File: config.mk
export PLATFORM = sky130hd
export DESIGN_NAME = clk_mode_ctrl
export DESIGN_NICKNAME = d
export VERILOG_FILES = /design/src/rtl/clk_mode_pkg.sv /design/src/rtl/clk_mode_decode.sv /design/src/rtl/clk_ref_track.sv /design/src/rtl/clk_lock_mon.sv /design/src/rtl/clk_dbg_div.sv /design/src/rtl/clk_mode_ctrl.sv
export SDC_FILE = /design/constraint.sdc
export NUM_CORES = 1
export LEC_CHECK = 0
export ABC_AREA = 1
export BUFFER_PORTS_ARGS = -buffer_cell sky130_fd_sc_hd__buf_2
export CAP_MARGIN = 10
export CORE_ASPECT_RATIO = 1.5
export CORE_MARGIN = 4
export CORE_UTILIZATION = 40
export CTS_CLUSTER_SIZE = 30
export DETAILED_ROUTE_END_ITERATION = 7
export PLACE_DENSITY = 0.63
export SKIP_LAST_GASP = 1
export SLEW_MARGIN = 20
export SYNTH_ARGS = -nofsm -noshare
export SYNTH_HDL_FRONTEND = slang
export SYNTH_SLANG_ARGS = --single-unit
File: constraint.sdc
create_clock -name clk_i -period 1.2 [get_ports clk_i]
set_clock_uncertainty 0.05 [all_clocks]
set_input_delay 0.06 -clock clk_i [delete_from_list [all_inputs] [get_ports clk_i]]
set_output_delay 0.06 -clock clk_i [all_outputs]
set_load 0.02 [all_outputs]
File: src/rtl/clk_mode_pkg.sv
`timescale 1ns/1ps
package clk_mode_pkg;
  localparam int NUM_MODES = 7;
  localparam int M_FEI   = 0;
  localparam int M_FEE   = 1;
  localparam int M_FBI   = 2;
  localparam int M_FBILP = 3;
  localparam int M_FBE   = 4;
  localparam int M_FBELP = 5;
  localparam int M_STOP  = 6;

  typedef logic [NUM_MODES-1:0] mode_oh_t;

  typedef enum logic [1:0] {
    SEL_ENGAGED  = 2'b00,
    SEL_BYP_INT  = 2'b01,
    SEL_BYP_EXT  = 2'b10,
    SEL_RESERVED = 2'b11
  } clk_sel_e;

  function automatic mode_oh_t oh(input int idx);
    mode_oh_t v;
    v = '0;
    v[idx] = 1'b1;
    return v;
  endfunction
endpackage

File: src/rtl/clk_mode_decode.sv
`timescale 1ns/1ps
module clk_mode_decode
  import clk_mode_pkg::*;
(
  input  logic     ref_st_i,
  input  logic [1:0] clk_sel_i,
  input  logic     dbg_en_i,
  input  logic     lp_i,
  output logic     valid_o,
  output mode_oh_t mode_o
);
  logic lp_gate;
  assign lp_gate = lp_i & ~dbg_en_i;

  always_comb begin
    valid_o = 1'b0;
    mode_o  = oh(M_FEI);
    unique case (clk_sel_e'(clk_sel_i))
      SEL_ENGAGED: begin
        valid_o = 1'b1;
        mode_o  = ref_st_i ? oh(M_FEI) : oh(M_FEE);
      end
      SEL_BYP_INT: begin
        valid_o = ref_st_i;
        mode_o  = lp_gate ? oh(M_FBILP) : oh(M_FBI);
      end
      SEL_BYP_EXT: begin
        valid_o = ~ref_st_i;
        mode_o  = lp_gate ? oh(M_FBELP) : oh(M_FBE);
      end
      default: begin
        valid_o = 1'b0;
        mode_o  = oh(M_FEI);
      end
    endcase
  end

  always_comb begin
    if (valid_o) a_r12_dec_onehot: assert ($countones(mode_o) == 1);
  end
endmodule

File: src/rtl/clk_ref_track.sv
`timescale 1ns/1ps
module clk_ref_track (
  input  logic clk_i,
  input  logic rst_ni,
  input  logic ref_sel_i,
  input  logic ref_done_i,
  input  logic frozen_i,
  output logic ref_st_o,
  output logic switch_o
);
  logic ref_st_q;

  assign switch_o = ref_done_i & (ref_sel_i != ref_st_q) & ~frozen_i;

  always_ff @(posedge clk_i or negedge rst_ni) begin
    if (!rst_ni)       ref_st_q <= 1'b1;
    else if (switch_o) ref_st_q <= ref_sel_i;
  end

  assign ref_st_o = ref_st_q;

  a_r8_ref_hold: assert property (@(posedge clk_i) disable iff (!rst_ni)
    !ref_done_i |=> $stable(ref_st_o));
  a_r8_ref_frozen: assert property (@(posedge clk_i) disable iff (!rst_ni)
    frozen_i |=> $stable(ref_st_o));
endmodule

File: src/rtl/clk_lock_mon.sv
`timescale 1ns/1ps
module clk_lock_mon #(
  parameter int LOCK_WAIT = 16
) (
  input  logic clk_i,
  input  logic rst_ni,
  input  logic fll_en_i,
  input  logic fll_lock_i,
  input  logic switch_i,
  output logic lock_o
);
  localparam int CW = $clog2(LOCK_WAIT + 1);
  localparam logic [CW-1:0] CNT_MAX = CW'(LOCK_WAIT);

  logic [CW-1:0] cnt_q;

  always_ff @(posedge clk_i or negedge rst_ni) begin
    if (!rst_ni)                               cnt_q <= '0;
    else if (!fll_en_i || !fll_lock_i || switch_i) cnt_q <= '0;
    else if (cnt_q != CNT_MAX)                 cnt_q <= cnt_q + 1'b1;
  end

  assign lock_o = (cnt_q == CNT_MAX);

  a_r9_relock_on_switch: assert property (@(posedge clk_i) disable iff (!rst_ni)
    switch_i |=> !lock_o);
  a_r9_drop_on_unlock: assert property (@(posedge clk_i) disable iff (!rst_ni)
    !fll_lock_i |=> !lock_o);
endmodule

File: src/rtl/clk_dbg_div.sv
`timescale 1ns/1ps
module clk_dbg_div (
  input  logic clk_i,
  input  logic rst_ni,
  input  logic en_i,
  output logic div_o
);
  logic div_q;

  always_ff @(posedge clk_i or negedge rst_ni) begin
    if (!rst_ni)   div_q <= 1'b0;
    else if (en_i) div_q <= ~div_q;
    else           div_q <= 1'b0;
  end

  assign div_o = div_q;

  a_r10_toggle: assert property (@(posedge clk_i) disable iff (!rst_ni)
    en_i |=> (div_o != $past(div_o)));
  a_r10_gated_low: assert property (@(posedge clk_i) disable iff (!rst_ni)
    !en_i |=> !div_o);
endmodule

File: src/rtl/clk_mode_ctrl.sv
`timescale 1ns/1ps
module clk_mode_ctrl
  import clk_mode_pkg::*;
#(
  parameter int LOCK_WAIT = 16
) (
  input  logic       clk_i,
  input  logic       rst_ni,
  input  logic       ref_sel_i,
  input  logic [1:0] clk_sel_i,
  input  logic       dbg_en_i,
  input  logic       lp_i,
  input  logic       stop_i,
  input  logic       ref_done_i,
  input  logic       fll_lock_i,
  output logic [6:0] mode_o,
  output logic       ref_st_o,
  output logic       fll_en_o,
  output logic       lock_o,
  output logic       dbg_clk_en_o,
  output logic       dbg_clk_o
);
  mode_oh_t mode_q, mode_d, sav_q, dec_mode;
  logic     dec_valid, ref_st, ref_switch, in_stop, low_pwr;

  assign in_stop = mode_q[M_STOP];
  assign low_pwr = mode_q[M_FBILP] | mode_q[M_FBELP];

  clk_ref_track u_ref (
    .clk_i      (clk_i),
    .rst_ni     (rst_ni),
    .ref_sel_i  (ref_sel_i),
    .ref_done_i (ref_done_i),
    .frozen_i   (in_stop),
    .ref_st_o   (ref_st),
    .switch_o   (ref_switch)
  );

  clk_mode_decode u_dec (
    .ref_st_i  (ref_st),
    .clk_sel_i (clk_sel_i),
    .dbg_en_i  (dbg_en_i),
    .lp_i      (lp_i),
    .valid_o   (dec_valid),
    .mode_o    (dec_mode)
  );

  always_comb begin
    if (in_stop)        mode_d = stop_i ? mode_q : sav_q;
    else if (stop_i)    mode_d = oh(M_STOP);
    else if (dec_valid) mode_d = dec_mode;
    else                mode_d = mode_q;
  end

  always_ff @(posedge clk_i or negedge rst_ni) begin
    if (!rst_ni) begin
      mode_q <= oh(M_FEI);
      sav_q  <= oh(M_FEI);
    end else begin
      mode_q <= mode_d;
      if (!in_stop && stop_i) sav_q <= mode_q;
    end
  end

  assign fll_en_o     = ~(low_pwr | in_stop);
  assign dbg_clk_en_o = ~(low_pwr | in_stop);

  clk_lock_mon #(.LOCK_WAIT(LOCK_WAIT)) u_lock (
    .clk_i      (clk_i),
    .rst_ni     (rst_ni),
    .fll_en_i   (fll_en_o),
    .fll_lock_i (fll_lock_i),
    .switch_i   (ref_switch),
    .lock_o     (lock_o)
  );

  clk_dbg_div u_div (
    .clk_i  (clk_i),
    .rst_ni (rst_ni),
    .en_i   (dbg_clk_en_o),
    .div_o  (dbg_clk_o)
  );

  assign mode_o   = mode_q;
  assign ref_st_o = ref_st;

  a_r12_onehot: assert property (@(posedge clk_i) disable iff (!rst_ni)
    $countones(mode_o) == 1);
  a_r6_enter_stop: assert property (@(posedge clk_i) disable iff (!rst_ni)
    stop_i |=> mode_o[M_STOP]);
  a_r7_restore: assert property (@(posedge clk_i) disable iff (!rst_ni)
    (mode_o[M_STOP] && !stop_i) |=> (mode_o == $past(sav_q)));
  a_r7_save: assert property (@(posedge clk_i) disable iff (!rst_ni)
    (!mode_o[M_STOP] && stop_i) |=> (sav_q == $past(mode_o)));
  a_r11_fll_off: assert property (@(posedge clk_i) disable iff (!rst_ni)
    (mode_o[M_STOP] || mode_o[M_FBILP] || mode_o[M_FBELP]) |-> !fll_en_o);
  a_r10_dbg_off: assert property (@(posedge clk_i) disable iff (!rst_ni)
    (mode_o[M_FBILP] || mode_o[M_FBELP]) |-> !dbg_clk_en_o);
  a_r5_reserved_hold: assert property (@(posedge clk_i) disable iff (!rst_ni)
    (!stop_i && !mode_o[M_STOP] && clk_sel_i == 2'b11) |=> $stable(mode_o));
endmodule

## After elaboration in Yosys (flattened, before gate mapping)

Cells that the tools add are included.

| storage, ports and cells | value |
|---|---|
| register bits | 21 |
| output and inout port bits | 12 |
| input bits | 10 |

| cells by class | value |
|---|---|
| reductions and logical operators | 9 |
| $add $sub $neg | 1 |
| bitwise operators | 10 |
| equal/unequal tests | 6 |
| multiplexer cells | 12 |

Operators by type and width:

| cell | number |
|---|---|
| $mux W7 | 4 |
| $pmux W7 S3 | 1 |
| $mux W5 | 2 |
| $mux W6 | 1 |
| $add A5 B1 Y5 const B | 1 |
| $eq A5 B5 Y1 const B | 1 |
| $ne A5 B5 Y1 const B | 1 |
| $not A1 Y1 | 5 |
| $mux W4 | 1 |
| $and A1 B1 Y1 | 3 |
| $pmux W1 S3 | 1 |
| $reduce_bool A3 Y1 | 1 |
| $eq A2 B1 Y1 const B | 1 |
| $eq A2 B2 Y1 const B | 1 |
| $logic_not A1 Y1 | 2 |
| $logic_not A2 Y1 | 1 |
| $logic_or A1 B1 Y1 | 2 |
| $mux W2 | 1 |
| $ne A2 B2 Y1 const B | 1 |
| $or A1 B1 Y1 | 2 |
| $reduce_and A2 Y1 | 1 |
| $reduce_bool A2 Y1 | 1 |
| $logic_and A1 B1 Y1 | 1 |
| $mux W1 | 1 |
| $ne A1 B1 Y1 | 1 |

## Depth between registers and ports, before layout

Gate-level depths: netlist of the first run.

| depth | value |
|---|---|
| word-level depth | 7 |
| gate-level depth with buffers | 7 |

## Modules after synthesis

Synthesis of the first run repeated with hierarchy kept, for this count alone.

| second synthesis, totals | value |
|---|---|
| cells, all modules | 179 |
| area total of the unflattened synthesis | 1,271.2 µm² |

By module, submodules not included:

| module | times used | sequential area each (µm²) | area each (µm²) | cells each |
|---|---|---|---|---|
| clk_mode_ctrl | 1 | 352.8 | 721.9 | 96 |
| clk_lock_mon | 1 | 125.1 | 301.5 | 41 |
| clk_mode_decode | 1 | 0.0 | 141.4 | 27 |
| clk_ref_track | 1 | 26.3 | 71.3 | 12 |
| clk_dbg_div | 1 | 25.0 | 35.0 | 3 |

## Least setup slack after synthesis of the first run

Ideal clock, no wire load.

| timing path | value |
|---|---|
| path kind | reg-to-reg |
| from | register mode_q[6] (netlist: mode_o[6]) |
| to | register u_lock.cnt_q[1] |
| stages on the path, launching flop included | 5 |
| data required time | 1,076 ps |
| clock period less this slack | 1,259 ps |
| path buffers | 1 |
| arrival time | 1,136 ps |
| slack | -59 ps |
| cells stage by stage | dfrtp_1 buf_6 nor3_4 nand3_2 a21oi_2 |

| on the way | value |
|---|---|
| longest elaborated chain between the ends | 4 |
| elaborated cells on any way between the ends | 7 |
| classes of those cells | 1 x mux; 3 x bitwise; 3 x reduce/logical |

RTL lines:

| element | RTL line | source |
|---|---|---|
| start, declared | clk_mode_ctrl.sv:23 | `mode_oh_t mode_q, mode_d, sav_q, dec_mode;` |
| start signal, assigned | clk_mode_ctrl.sv:57 | `mode_q <= oh(M_FEI);` |
| start signal, assigned | clk_mode_ctrl.sv:60 | `mode_q <= mode_d;` |
| $or A1 B1 Y1 / $not A1 Y1 (equally long branches) | clk_mode_ctrl.sv:65, clk_ref_track.sv:13 |  |
| $logic_or A1 B1 Y1 / $and A1 B1 Y1 (equally long branches) | clk_lock_mon.sv:19, clk_ref_track.sv:13 |  |
| $logic_or A1 B1 Y1 (*) | clk_lock_mon.sv:19 | `else if (!fll_en_i \|\| !fll_lock_i \|\| switch_i) cnt_q <= '0;` |
| $mux W5 / $reduce_bool A2 Y1 (equally long branches) | n/a |  |
| end signal, assigned | clk_lock_mon.sv:20 | `else if (cnt_q != CNT_MAX) cnt_q <= cnt_q + 1'b1;` |
| end, declared | clk_lock_mon.sv:15 | `logic [CW-1:0] cnt_q;` |

Every way passes the cells marked *; elsewhere a longest branch is shown, timed or not.
A chain may end at the register's enable or synchronous reset.

## Worst setup path after layout of the first run

| timing path | value |
|---|---|
| from | register u_lock.cnt_q[0] |
| to | output port lock_o |

| on the way | value |
|---|---|
| longest elaborated chain between the ends | 1 |

RTL lines:

| element | RTL line | source |
|---|---|---|
| $eq A5 B5 Y1 | clk_lock_mon.sv:23 | `assign lock_o = (cnt_q == CNT_MAX);` |
| end, declared | clk_mode_ctrl.sv:19 | `output logic lock_o,` |

Every way passes these cells.

==> flow_metrics.py, run 1 <==
metrics = {
    "critical_path": {
        "rrSetupSlack_ns": -0.06,
        "crit_required_ns": 1.09,
        "critPathLaunchType": "register",
        "cp.arrival_ns": 1.22,
        "criticalPathCategory": "reg2out",
        "critPathMaxFanout": 4,
        "end_kind": "primary output",
    },
    "status": {
        "violations": "negative setup slack",
        "outcome": "finished, violations left",
    },
    "floorplanning": {
        "io_pins": 22,
        "die_width_um": 50.60,
        "die_area_mm2": 0.003637,
        "dieHeight_um": 71.89,
        "start_util_pct": 42.98,
        "rows": 22,
        "coreArea_mm2": 0.002532,
    },
    "power": {
        "total_power_mw": 1.681,
        "switching_share_pct": 33.29,
        "p_seq_share_pct": 50.2,
        "power_frac_clock_pct": 21.1,
        "powerDensity_mw_per_mm2": 1048,
        "combPwrFrac_pct": 28.7,
        "leakagePower_nw": 0.7807,
        "ir_worst_vdd_mv": 0.8418,
        "p_int_mw": 1.121,
        "p_switching_uw": 559.6,
    },
    "global_route": {
        "grt_first_pass_wirelength_mm": 4.567,
        "antenna_found_initial": 0,
        "grtUsageTotal_pct": 16.70,
        "grt-ovfl-total": 0,
        "grt_pass1_vias": 1050,
        "grt_max_degree": 22,
    },
    "sta": {
        "finalHoldWorstSlack_ns": 0.03993,
        "slew_violations": 0,
        "worst_pin_slew_ns": 0.4701,
        "grt_setup_unrepaired": "true",
        "period_share_pct": 110.4,
        "fmax_mhz": 754.6,
        "setup_viol": 16,
        "slew_headroom_pct": 68.66,
        "hold_viol_final": 0,
        "worst_slack_ns": -0.1252,
        "period_needed_ns": 1.325,
    },
    "synthesis": {
        "synth_top_area_share_pct": 41.38,
        "ys_top_cells_by_count": "nand2_1, dfrtp_1, inv_1",
        "synth_area_leaders": "dfrtp_1, nand2_1, dfstp_2, inv_1, o21ai_0",
        "ys.flop_type": "dfrtp_1",
        "synth-async-reset-ratio_pct": 100.0,
        "ys_ff_latch": 21,
        "synth-edff-count": 0,
        "syn_area_per_cell_um2": 7.831,
        "syn_area_mm2": 0.001089,
        "synth_area_leader_cell": "dfrtp_1",
        "syn-num-nets": 151,
        "synth.distinct_cells": 20,
        "synth_warnings": 0,
        "yosysSeqAreaShare_pct": 48.62,
        "syn_inst": 139,
        "yosysMostFrequentCell": "nand2_1",
    },
    "clock_network": {
        "clk_pin_slew_worst_paths_ns": 0.12,
        "htree_levels": 1,
        "clock-sinks": 21,
        "cts_tree": "done",
        "clockBufferDepth": 2,
        "root_buffer": "clkbuf_4",
        "numCtsBuffers": 3,
        "clkLatencyLatePin_ns": 0.31,
    },
    "finish": {
        "multi_input_area_um2": 629.4,
        "final_util_pct": 63.34,
        "seq_area_um2": 531.8,
        "layout-area-overhead-vs-synth_pct": 47.36,
        "nFillCells": 214,
        "fin_area_mm2": 0.001604,
        "drive_gt1_share_pct": 48.02,
        "final_nets": 190,
        "diodes": 0,
    },
    "placement": {
        "pre_cts_ws_ns": -0.002354,
        "portBuffers": 21,
        "placed_cell_area_mm2": 0.001247,
        "dpl.hpwl_mm": 1.792,
        "gp_congestion": 0.8539,
    },
    "detailed_routing": {
        "drc": 0,
        "vias_per_cell": 4.784,
        "drtAntennaViolNets": 0,
        "firstDrtPassIters": 4,
        "num_vias": 1019,
        "finalWirelength_mm": 2.674,
        "wl_per_cell_um": 12.55,
        "drt_iter0_drc": 27,
    },
    "worst_hold_path": {
        "min_path_type": "in2reg",
    },
    "job": {
        "max_cap_violations": 0,
    },
}
## state kept, by name, summed over array words and instances, names as in the netlist
signal	flops
sav_q	7
u_div.div_o	1
u_lock.cnt_q	5
mode_o	7
u_ref.ref_st_o	1
## critical path, stage by stage (launching register included)
cell and delay, ns:
dfrtp_1 0.41, inv_2 0.08, ha_4 0.14, nand3_4 0.08
inv_2 0.08, buf_6 0.11
## routing by layer
layer	vias up	wire [µm]	track usage [%]
met2	21	1513	30.67
li1	507	-	-
met4	0	89	9.281
met3	9	70	2.464
met5	-	0	0
met1	482	1001	17.87
## placed cells by master (no fill, tap or decap), types with 4 or more instances in the layout
master   netlist  layout
a21oi_1        5       5
buf_2          1      15
buf_4          3       7
buf_6          1      13
dfrtp_1       18      16
inv_1         18      14
inv_2          0       4
nand2_1       45      31
nand2_2        1      13
nor2_1        15       9
nor2_2         2       5
o21ai_1        0       5
o21ai_2        0       4
## power by group through the flow
stage	Clock, mW	Sequential (mW)	Combinational [mW]
after global placement	0	0.850	0.327
after floorplan	0	0.886	0.179
after detailed placement	0	0.852	0.332
final	0.355	0.844	0.483
after global routing	0.400	0.855	0.534
after CTS	0.364	0.834	0.426
## layout make-up
type	instances	share of cell area, %
inverters	18	4.212
repair buffers	38	18.95
clock buffers	4	1.638
multi-input cells	96	39.24
well taps	36	2.808
flip-flops and latches	21	33.15
## worst paths after layout
kind	startpoint	to	depth (start not counted)
min reg2reg	u_div.div_o	u_div.div_o	1
max reg2reg	mode_o[6]	mode_o[4]	7
min	clk_sel_i[1]	mode_o[1]	4
max	u_lock.cnt_q[0]	lock_o	5
max in group asynchronous	rst_ni	u_ref.ref_st_o	2
min in group asynchronous	rst_ni	sav_q[4]	2
## per-stage QoR
| stage | setup TNS [ns] | cells |
|---|---|---|
| 2_1_floorplan | -0.01169 | 139 |
| 3_3_place_gp | 0 | 197 |
| 3_5_place_dp | -0.002354 | 197 |
| 4_1_cts | -0.5205 | 213 |
| 5_1_grt | -2.317 | 213 |
| 6_report | -0.6967 | 213 |
## cell families after synthesis
| kind of cell | after synthesis | share of synthesized area (%) |
|---|---|---|
| buffers and inverters | 23 | 9.769 |
| AOI/OAI and AO/OA | 18 | 8.621 |
| adders and majority gates | 2 | 2.298 |
| and+or+nand+nor | 72 | 28.28 |
| xor gates and xnor gates | 3 | 2.414 |
| DFF | 21 | 48.62 |
## what timing repair did
| item | 4_1_cts | 5_1_grt |
|---|---|---|
| hold endpoints to repair | 27 | 0 |
| setup endpoints to repair | 11 | 23 |
| pin swaps | 10 | 10 |
| hold buffers | 3 | 0 |
| gates cloned | 1 | 0 |
| resized for setup | 34 | 40 |
| setup buffers | 8 | 0 |
(Power assumes the default switching activity.)
==> run 2, diff against run 1 <==
--- a/config.mk
+++ b/config.mk
@@ -15,3 +15,4 @@
 export DETAILED_ROUTE_END_ITERATION = 7
-export PLACE_DENSITY = 0.63
+export MAX_ROUTING_LAYER = met4
+export PLACE_DENSITY = 0.71
 export SKIP_LAST_GASP = 1
==> constraint.sdc (replaced) <==
create_clock -name clk_i -period 1.2 [get_ports clk_i]
set_clock_uncertainty 0.05 [all_clocks]
set_input_delay 0.24 -clock clk_i [delete_from_list [all_inputs] [get_ports clk_i]]
set_output_delay 0.24 -clock clk_i [all_outputs]
set_load 0.02 [all_outputs]
==> run 2 against run 1 <==
Effect of this change:
- the run still ends with negative setup slack left
- final cell count up 4.7%
- sequential power barely moved
- clock power down 4%
- setup slack worse by 0.24 ns
- critical path type unchanged
- maximum frequency shrank 15%
- count of clock-buffer cells in the layout fell by 1
- highest routed layer unchanged
- flip-flop and latch count unchanged
- total power is 6.9% higher
- critical endpoint is now fll_en_o
- global-route usage increased by 1.5 points
==> flow_metrics.py, run 2 (synthesis gave the netlist of run 1 again) <==
metrics = {
    "status": {
        "outcome": "finished, violations left",
        "violations": "negative setup slack",
    },
    "global_route": {
        "grt_first_pass_wirelength_mm": 4.933,
        "grt_max_degree": 22,
        "met3_usage_pct": 2.464,
        "use_met2_pct": 33.43,
        "grtUsageTotal_pct": 18.18,
        "use_met1_pct": 18.61,
        "grt_pass1_vias": 1087,
        "grt-busiest-layer": "met2",
        "antenna_found_initial": 0,
        "grt-ovfl-total": 0,
    },
    "placement": {
        "portBuffers": 21,
        "dpl.hpwl_mm": 1.834,
        "pre_cts_ws_ns": -0.1489,
        "gp_congestion": 0.8976,
    },
    "sta": {
        "slew_violations": 0,
        "period_needed_ns": 1.562,
        "grt_setup_unrepaired": "true",
        "finalHoldWorstSlack_ns": 0.1237,
        "hold_viol_final": 0,
        "slew_headroom_pct": 68.83,
        "setup_viol": 27,
        "period_share_pct": 130.2,
        "worst_slack_ns": -0.3622,
        "fmax_mhz": 640.1,
        "worst_pin_slew_ns": 0.4675,
    },
    "clock_network": {
        "clk_pin_slew_worst_paths_ns": 0.11,
        "clockBufferDepth": 2,
        "cts_tree": "done",
        "root_buffer": "clkbuf_4",
        "clkLatencyLatePin_ns": 0.30,
        "clock-sinks": 21,
        "htree_levels": 1,
        "numCtsBuffers": 3,
    },
    "detailed_routing": {
        "drt_iter0_drc": 38,
        "drc": 0,
        "wl_per_cell_um": 14.38,
        "vias_per_cell": 4.816,
        "firstDrtPassIters": 4,
        "finalWirelength_mm": 3.206,
        "drtAntennaViolNets": 0,
        "num_vias": 1074,
    },
    "critical_path": {
        "cp_num_buf_inv": 1,
        "crit_family": "flip-flops",
        "criticalPathCategory": "reg2out",
        "worstPathCellList": "nor3_4 > buf_6",
        "critPathMaxFanout": 4,
        "cp.arrival_ns": 1.27,
        "end_kind": "primary output",
        "critPathLaunchType": "register",
        "rrSetupSlack_ns": -0.15,
        "crit_required_ns": 0.91,
        "critical-path-max-stage-delay_ns": 0.48,
        "worst_path_max_delay_cell": "dfrtp_2",
    },
    "power": {
        "p_int_mw": 1.198,
        "leakagePower_nw": 0.8548,
        "p_switching_uw": 598.3,
        "total_power_mw": 1.796,
        "power_frac_clock_pct": 18.9,
        "ir_worst_vdd_mv": 0.7142,
        "switching_share_pct": 33.31,
        "powerDensity_mw_per_mm2": 1039,
        "p_seq_share_pct": 46.8,
        "combPwrFrac_pct": 34.2,
    },
    "finish": {
        "final_cell_mix": "nand2_1, buf_6, dfrtp_1, buf_4, inv_1",
        "layout_commonest_cell": "nand2_1",
        "final_nets": 200,
        "drive_gt1_share_pct": 51.34,
        "nFillCells": 190,
        "diodes": 0,
        "layout-area-overhead-vs-synth_pct": 58.85,
    },
    "floorplanning": {
        "coreArea_mm2": 0.002532,
        "start_util_pct": 42.98,
        "dieHeight_um": 71.89,
        "die_area_mm2": 0.003637,
        "die_width_um": 50.60,
        "rows": 22,
        "io_pins": 22,
    },
    "worst_hold_path": {
        "min_path_type": "in2reg",
    },
    "job": {
        "max_cap_violations": 0,
    },
}
run 2: cell count changes in the layout (fill, tap and decap cells not counted), moves of 2 or more:
cell,previous run,this run
buf_4,7,14
nand2_2,13,7
nor2_2,5,3
dlygate4sd3_1,3,1
nand2_4,3,5
dfrtp_1,16,14
buf_2,15,11
nand2_1,31,35
nor2_4,3,6
dfrtp_2,2,4
buf_6,13,22
run 2: worst paths after layout:
path / from / to / cells after the start
worst max register to register: mode_o[6] / sav_q[2] / 6
worst max-delay path: mode_o[6] / fll_en_o / 2
worst min-delay path: ref_sel_i / u_ref.ref_st_o / 3
max in group asynchronous: rst_ni / sav_q[0] / 2
worst min register to register: sav_q[0] / sav_q[0] / 2
min in group asynchronous: rst_ni / sav_q[5] / 2
run 2: power by group through the flow:
stage | clock network [mW] | logic (mW) | registers, mW
after floorplan | 0 | 0.183 | 0.886
after global placement | 0 | 0.343 | 0.849
after detailed placement | 0 | 0.353 | 0.853
after CTS | 0.344 | 0.472 | 0.839
after global routing | 0.387 | 0.665 | 0.852
final | 0.340 | 0.615 | 0.841
run 2: repair_timing:
action                                  CTS  global route
endpoints found under the hold margin    18             0
buffers inserted                          4            13
pin swaps                                13            17
endpoints found under the setup margin   25            28
hold buffers                              1             0
gates resized for setup                  48            42
cloned                                    1             0
run 2: per-stage QoR:
step	std cells	setup TNS, ns	instance area (µm²)	utilization, %
3_3_place_gp	202	-0.3304	1285	50.74
4_1_cts	212	-1.379	1511	59.68
3_5_place_dp	202	-0.7302	1285	50.74
5_1_grt	223	-4.252	1729	68.28
6_report	223	-3.048	1729	68.28
2_1_floorplan	139	-0.2524	1095	-
run 2: area by class of cell:
cell class | instances | area, µm² | share of cell area (%)
sequential | 21 | 534.3 | 30.90
multi-input combinational | 96 | 634.4 | 36.69
timing repair buffer | 48 | 417.9 | 24.17
clock buffer | 3 | 22.52 | 1.302
inverter | 18 | 70.07 | 4.052
tap | 36 | 45.04 | 2.605
clock inverter | 1 | 5.005 | 0.2894
run 2: routing by layer:
layer / part of all wire [%] / wire [µm]
met3: 3.3 / 105
met5: 0 / 0
met4: 3.9 / 125
met2: 57 / 1829
met1: 36 / 1146
run 2: tightest hold or removal path: stages:
cell	delay (ns)
buf_2	0.11
nand2_1	0.06
o21ai_0	0.07
